### src/rtl/lfps_qual_pkg.sv
package lfps_qual_pkg;
   typedef enum logic {
      WIN_SHORT = 1'b0,
      WIN_LONG  = 1'b1
   } win_e;
endpackage

### src/rtl/lfps_sync.sv
module lfps_sync #(
   parameter int STAGES = 2
) (
   input  logic clk_i,
   input  logic rst_ni,
   input  logic d_i,
   output logic q_o
);
   logic [STAGES-1:0] chain_q;

   generate
      if (STAGES < 2) begin : g_bad
         $error("lfps_sync needs at least two stages");
      end
   endgenerate

   always_ff @(posedge clk_i or negedge rst_ni) begin
      if (!rst_ni) chain_q <= '0;
      else         chain_q <= {chain_q[STAGES-2:0], d_i};
   end

   assign q_o = chain_q[STAGES-1];
endmodule

### src/rtl/lfps_win_sel.sv
module lfps_win_sel
   import lfps_qual_pkg::*;
#(
   parameter int SHORT_CYCLES = 31,
   parameter int LONG_CYCLES  = 1000,
   parameter int CNT_W        = 10
) (
   input  logic             clk_i,
   input  logic             rst_ni,
   input  logic             idle_i,
   input  logic             win_long_i,
   output logic [CNT_W-1:0] thr_o
);
   localparam logic [CNT_W-1:0] SHORT_THR = CNT_W'(SHORT_CYCLES);
   localparam logic [CNT_W-1:0] LONG_THR  = CNT_W'(LONG_CYCLES);

   win_e             win_req;
   logic [CNT_W-1:0] thr_q;

   assign win_req = win_e'(win_long_i);

   // The window is free to follow the select only while no count runs.
   always_ff @(posedge clk_i or negedge rst_ni) begin
      if (!rst_ni)     thr_q <= LONG_THR;
      else if (idle_i) thr_q <= (win_req == WIN_LONG) ? LONG_THR : SHORT_THR;
   end

   assign thr_o = thr_q;
endmodule

### src/rtl/lfps_dur_cnt.sv
module lfps_dur_cnt #(
   parameter int LIMIT = 1000,
   parameter int CNT_W = 10
) (
   input  logic             clk_i,
   input  logic             rst_ni,
   input  logic             run_i,
   output logic [CNT_W-1:0] cnt_o
);
   localparam logic [CNT_W-1:0] SAT = CNT_W'(LIMIT);

   logic [CNT_W-1:0] cnt_q;

   always_ff @(posedge clk_i or negedge rst_ni) begin
      if (!rst_ni)          cnt_q <= '0;
      else if (!run_i)      cnt_q <= '0;
      else if (cnt_q < SAT) cnt_q <= cnt_q + 1'b1;
   end

   assign cnt_o = cnt_q;
endmodule

### src/rtl/lfps_exit_gen.sv
module lfps_exit_gen #(
   parameter int CNT_W = 10
) (
   input  logic             clk_i,
   input  logic             rst_ni,
   input  logic             run_i,
   input  logic [CNT_W-1:0] cnt_i,
   input  logic [CNT_W-1:0] thr_i,
   output logic             exit_o
);
   logic hit;
   logic exit_q;

   // The count passes thr-1 only once per burst because it saturates above it.
   assign hit = run_i && (cnt_i == thr_i - 1'b1);

   always_ff @(posedge clk_i or negedge rst_ni) begin
      if (!rst_ni) exit_q <= 1'b0;
      else         exit_q <= hit;
   end

   assign exit_o = exit_q;
endmodule

### src/rtl/lfps_u2_exit_qual.sv
module lfps_u2_exit_qual #(
   parameter int SHORT_CYCLES = 31,
   parameter int LONG_CYCLES  = 1000,
   parameter int SYNC_STAGES  = 2
) (
   input  logic clk_i,
   input  logic rst_ni,
   input  logic lfps_raw_i,
   input  logic u2_active_i,
   input  logic win_long_i,
   output logic exit_o
);
   localparam int CNT_W = $clog2(LONG_CYCLES + 1);

   generate
      if (SHORT_CYCLES < 2) begin : g_chk_short
         $error("SHORT_CYCLES must be at least 2");
      end
      if (LONG_CYCLES <= SHORT_CYCLES) begin : g_chk_long
         $error("LONG_CYCLES must exceed SHORT_CYCLES");
      end
   endgenerate

   logic             lfps_s;
   logic             run;
   logic [CNT_W-1:0] dur_cnt;
   logic [CNT_W-1:0] thr;

   lfps_sync #(.STAGES(SYNC_STAGES)) u_sync (
      .clk_i  (clk_i),
      .rst_ni (rst_ni),
      .d_i    (lfps_raw_i),
      .q_o    (lfps_s)
   );

   assign run = lfps_s && u2_active_i;

   lfps_dur_cnt #(.LIMIT(LONG_CYCLES), .CNT_W(CNT_W)) u_cnt (
      .clk_i  (clk_i),
      .rst_ni (rst_ni),
      .run_i  (run),
      .cnt_o  (dur_cnt)
   );

   lfps_win_sel #(
      .SHORT_CYCLES (SHORT_CYCLES),
      .LONG_CYCLES  (LONG_CYCLES),
      .CNT_W        (CNT_W)
   ) u_win (
      .clk_i      (clk_i),
      .rst_ni     (rst_ni),
      .idle_i     (dur_cnt == '0),
      .win_long_i (win_long_i),
      .thr_o      (thr)
   );

   lfps_exit_gen #(.CNT_W(CNT_W)) u_exit (
      .clk_i  (clk_i),
      .rst_ni (rst_ni),
      .run_i  (run),
      .cnt_i  (dur_cnt),
      .thr_i  (thr),
      .exit_o (exit_o)
   );
endmodule

### config.mk
export PLATFORM = sky130hd
export DESIGN_NAME = lfps_u2_exit_qual
export DESIGN_NICKNAME = d
export VERILOG_FILES = /design/src/rtl/lfps_qual_pkg.sv /design/src/rtl/lfps_sync.sv /design/src/rtl/lfps_win_sel.sv /design/src/rtl/lfps_dur_cnt.sv /design/src/rtl/lfps_exit_gen.sv /design/src/rtl/lfps_u2_exit_qual.sv
export SDC_FILE = /design/constraint.sdc
export NUM_CORES = 1
export LEC_CHECK = 0
export BUFFER_PORTS_ARGS = -buffer_cell sky130_fd_sc_hd__buf_4
export CAP_MARGIN = 0
export CORE_MARGIN = 10
export CORE_UTILIZATION = 56
export CTS_CLUSTER_DIAMETER = 150
export CTS_CLUSTER_SIZE = 20
export DETAILED_ROUTE_END_ITERATION = 12
export PLACE_DENSITY_LB_ADDON = 0.08
export RECOVER_POWER = 25
export SKIP_LAST_GASP = 1
export SLEW_MARGIN = 20
export SYNTH_ARGS = -nofsm -noshare
export SYNTH_HDL_FRONTEND = slang
export SYNTH_SLANG_ARGS = --single-unit
export TNS_END_PERCENT = 100
### constraint.sdc
create_clock -name clk_i -period 2.29 [get_ports clk_i]
set_input_delay 0.458 -clock clk_i [delete_from_list [all_inputs] [get_ports clk_i]]
set_output_delay 0.458 -clock clk_i [all_outputs]
set_load 0.05 [all_outputs]
Word level (Yosys, flattened, before mapping) --
Index checks and enable logic that the tools add are counted.
Cells by class: add/sub/neg operators 2, magnitude comparators 1, equality and inequality tests 2, muxes and demuxes 3, reductions and logical operators 3
Operators with widths (number):
- $mux 10 | 3
- $add 10x1->10 const B | 1
- $eq 10x10->1 | 1
- $logic_not 10->1 | 1
- $lt 10x10->1 const B | 1
- $sub 10x1->10 const B | 1
- $logic_and 1x1->1 | 2
- $ne 2x2->1 const B | 1
Word-level totals: flip-flop bits (word level) 23, input bits 5, output and inout port bits 1, logic and storage cells 15

Depth between registers and ports, before layout --
depth after elaboration 3, mapped depth 5, depth with buffers taken out 5

By module --
A second synthesis with hierarchy kept.
Second synthesis, totals: cell total of the unflattened synthesis 118, area total of the unflattened synthesis 1131.1 um2
By module, submodules not included:
- lfps_dur_cnt | times used 1, cells an instance 49, area each 534.3 um2, sequential area each 250.2 um2
- lfps_exit_gen | times used 1, cells an instance 49, area each 369.1 um2, sequential area each 25.0 um2
- lfps_win_sel | times used 1, cells an instance 14, area each 143.9 um2, sequential area each 51.3 um2
- lfps_sync | times used 1, cells an instance 2, area each 50.0 um2, sequential area each 50.0 um2
- lfps_u2_exit_qual | times used 1, cells an instance 4, area each 33.8 um2, sequential area each 0.0 um2

Worst setup path after synthesis --
OpenSTA, ideal clock, no wires.
path kind reg2reg, start register u_cnt.cnt_q[0], in the netlist u_cnt.cnt_o[0], end register u_win.thr_q[8], in the netlist u_win.thr_o[8], library setup time 85 ps, arrival time 1703 ps, required time 2205 ps, path slack 502 ps, cell stages (with the launch flop) 6, path buffers 0, clock period less this slack 1788 ps, path through dfrtp_1 > inv_1 > ha_1 > or4b_2 > nor3_4 > mux2_1
Between the ends: longest elaborated chain between the ends 1
RTL lines:
- start: declaration | line lfps_dur_cnt.sv:12 | logic [CNT_W-1:0] cnt_q;
- start signal: assignment | line lfps_dur_cnt.sv:17 | else if (cnt_q < SAT) cnt_q <= cnt_q + 1'b1;
- $logic_not 10->1 | line lfps_u2_exit_qual.sv:52 | .idle_i (dur_cnt == '0),
- end signal: assignment | line lfps_win_sel.sv:25 | else if (idle_i) thr_q <= (win_req == WIN_LONG) ? LONG_THR : SHORT_THR;
- end: declaration | line lfps_win_sel.sv:18 | logic [CNT_W-1:0] thr_q;
No other way between the ends. A chain may end at the register's enable or synchronous reset.

Worst setup path in the final report --
Same ends and word-level chain as after synthesis.

==> run metrics <==
status=finished, final reports clean; clock sink total=15; Final min period=~1.9 ns; max_cap viols=0; Residual DRC=0; total I/O pin count=6; crit path buf inv count=1; Finished Layout Cells=a little over 100; routability cong.=between 0.8 and 0.9; largest net degree at the start of global routing=16; placed wire-length estimate=around 1.2 mm; Post-Place Cell Area=about 860 µm²; worst stage delay on the critical path=between 0.6 and 0.7 ns; Worst Reg-to-Reg Cells=5; Post-Syn Nets=90; fin nets=94; 1st-iter DRT viols=28; initial antenna violation count=0; HP Class=in2async; crit-path cells=inv_1 > ha_1 > or4b_2 > nor3_4 > mux2_1; static leakage=~0.40 nW; Ys Warns=0; die area=0.003431 mm²; H-tree levels=1; global-route wire length before repair=2.870 mm; Setup Buffers After CTS=0; Critical Path RT=roughly 2.5 ns; Yosys cell types=34; deepest clock path buffer count=2; Vias/cell=slightly below 7; CP arrival=between 2 and 2.5 ns; setup TNS=0 ns; final non-filler cell area=~900 µm²; Startpoint Class=register; # port buffers=5; Max Freq=523.2 MHz; clk root buf=clkbuf_4; vias in the first global route=roughly 650; fin. max-slew vios=0; slowest cell on the critical path=or4b_2; share of the synthesized area in the top cell type=42.04%; R2R setup slack=approximately 0.38 ns; CTS tree=built; Die H=between 50 and 60 µm; Num CTS Buffers=3; vias=679; Die Width=approximately 59 µm; final period utilization=around 83%; dominant cells by area after synthesis=dfrtp_1, mux2i_1, dfstp_2; Final Hold Fails=0; Antenna diodes=0; per-cell routed wire length=16.28 µm; Worst Skew=about 0.0042 ns; Worst Path Max Fanout=7; reg2reg end=u_win.thr_o[8]; Post-CTS Hold Buffers=0; total routed wirelength=around 1.6 mm; RR Startpoint=u_cnt.cnt_o[0]; family with the most delay on the worst path=simple AND/OR/NAND/NOR gates; dominant cell type by area after synthesis=dfrtp_1; Total GRT Usage=10.23%; Slew @ Worst Pin=about 0.8 ns; FP Rows=13; Syn Inst Count=83; Post-Synthesis Cell Area=approximately 830 µm²; crit path launch=u_cnt.cnt_o[0]; gr ovfl total=0; Clock transition at path regs=about 0.09 ns; Hold Slack=0.2370 ns; Initial Utilization=61.72%; worst vdd ir=approximately 340 µV; RSZ-0062 raised after global routing=no; end of the critical path=u_win.thr_o[8]; fill count=about 110; Worst setup EP type=register; Mean Syn Cell Area=between 10 and 15 µm²; share of cells above drive strength 1=about 13%; Antenna Nets Post-Route=0; synth-to-layout area growth=5.856%; Clk Latency, worst-skew pair=about 0.28 ns; PostCTS Resize Cnt=0; CP Class=reg2reg; most frequent cells in the layout=dfrtp_1, nand2_1; post-synthesis sequential area ratio=45.20%; PnR Total Power=~460 µW; power density over the cells=between 500 and 600 mW/mm²; final setup vio count=0; Core ar.=about 0.0014 mm²; placed cells=97; synthesis-stage register bit count=15; Worst slew margin=46.37%; WP depth=5; most common cell after layout, fill and taps aside=dfrtp_1; DRT Pass-1 Iters=4
==> area by class of cell <==
cell class                      count  area (µm²)  area share (%)
Sequential cell                    15       376.6           42.70
Inverter                            4       15.01           1.702
Clock buffer                        4       26.28           2.979
Tap cell                           15       18.77           2.128
Multi-Input combinational cell     58       411.6           46.67
Timing Repair Buffer                5       33.78           3.830
==> logic make-up after synthesis <==
kind of cell,Yosys count,share of synthesized area [%]
AO/OA/AOI/OAI,20,17.27
adder cells (fa/ha/maj),2,3.003
AND/OR/NAND/NOR,32,24.17
multiplexers,4,4.955
buffers and inverters,10,5.405
flip-flops,15,45.20
==> registers in the layout (all words and copies together), names as in the netlist <==
name,flops
u_cnt.cnt_o,10
u_exit.exit_o,1
u_sync.chain_q,2
u_win.thr_o,2
==> per-layer routing <==
metal / global-route usage [%] / part of all wire, % / up-vias
met3: 3.004 / 8.9 / 4
met2: 14.87 / 46 / 38
met1: 13.43 / 43 / 318
met5: 0 / 0 / -
li1: - / - / 319
met4: 4.918 / 1.3 / 0
==> synth_stat cells <==
cell type	instances
dfrtp_1	14
nand2_1	7
clkbuf_1	5
inv_1	4
nand3_1	4
o21ai_0	4
a21oi_1	3
a41oi_1	3
mux2i_1	3
nor3_1	3
and2_1	2
and3_1	2
ha_1	2
nand2b_1	2
nand4_1	2
nor4b_1	2
o2111ai_1	2
o211a_1	2
o211ai_1	2
a211oi_1	1
a311oi_1	1
a31oi_1	1
and4b_1	1
buf_6	1
dfstp_2	1
mux2_1	1
nor2_1	1
nor3_4	1
nor3b_1	1
o21bai_1	1
or3_1	1
or4_1	1
or4_4	1
or4b_2	1
==> stage by stage <==
stage               worst slack (ns)  utilization, %
floorplan                     0.5024               -
global placement              0.4625           63.67
detailed placement            0.3981           63.67
CTS                           0.3752           65.62
global route                  0.3119           65.34
finish                        0.3787           65.34
==> report_power, final <==
part           internal [mW]  switching (mW)
registers              0.273         0.00618
clock network         0.0675          0.0810
logic                 0.0137          0.0174
==> worst min-delay path by stage <==
stage | startpoint | to | slack (ns) | depth (start not counted)
4_1_cts | rst_ni | u_cnt.cnt_o[5] | 0.02 | 1
3_5_place_dp | rst_ni | u_cnt.cnt_o[6] | 0.32 | 1
2_1_floorplan | rst_ni | u_cnt.cnt_o[0] | 0.16 | 0
6_report | rst_ni | u_cnt.cnt_o[5] | 0.24 | 1
3_3_place_gp | rst_ni | u_cnt.cnt_o[9] | 0.32 | 1
5_1_grt | rst_ni | u_cnt.cnt_o[5] | 0.27 | 1
Note: power is estimated with default switching activity, not from simulation.
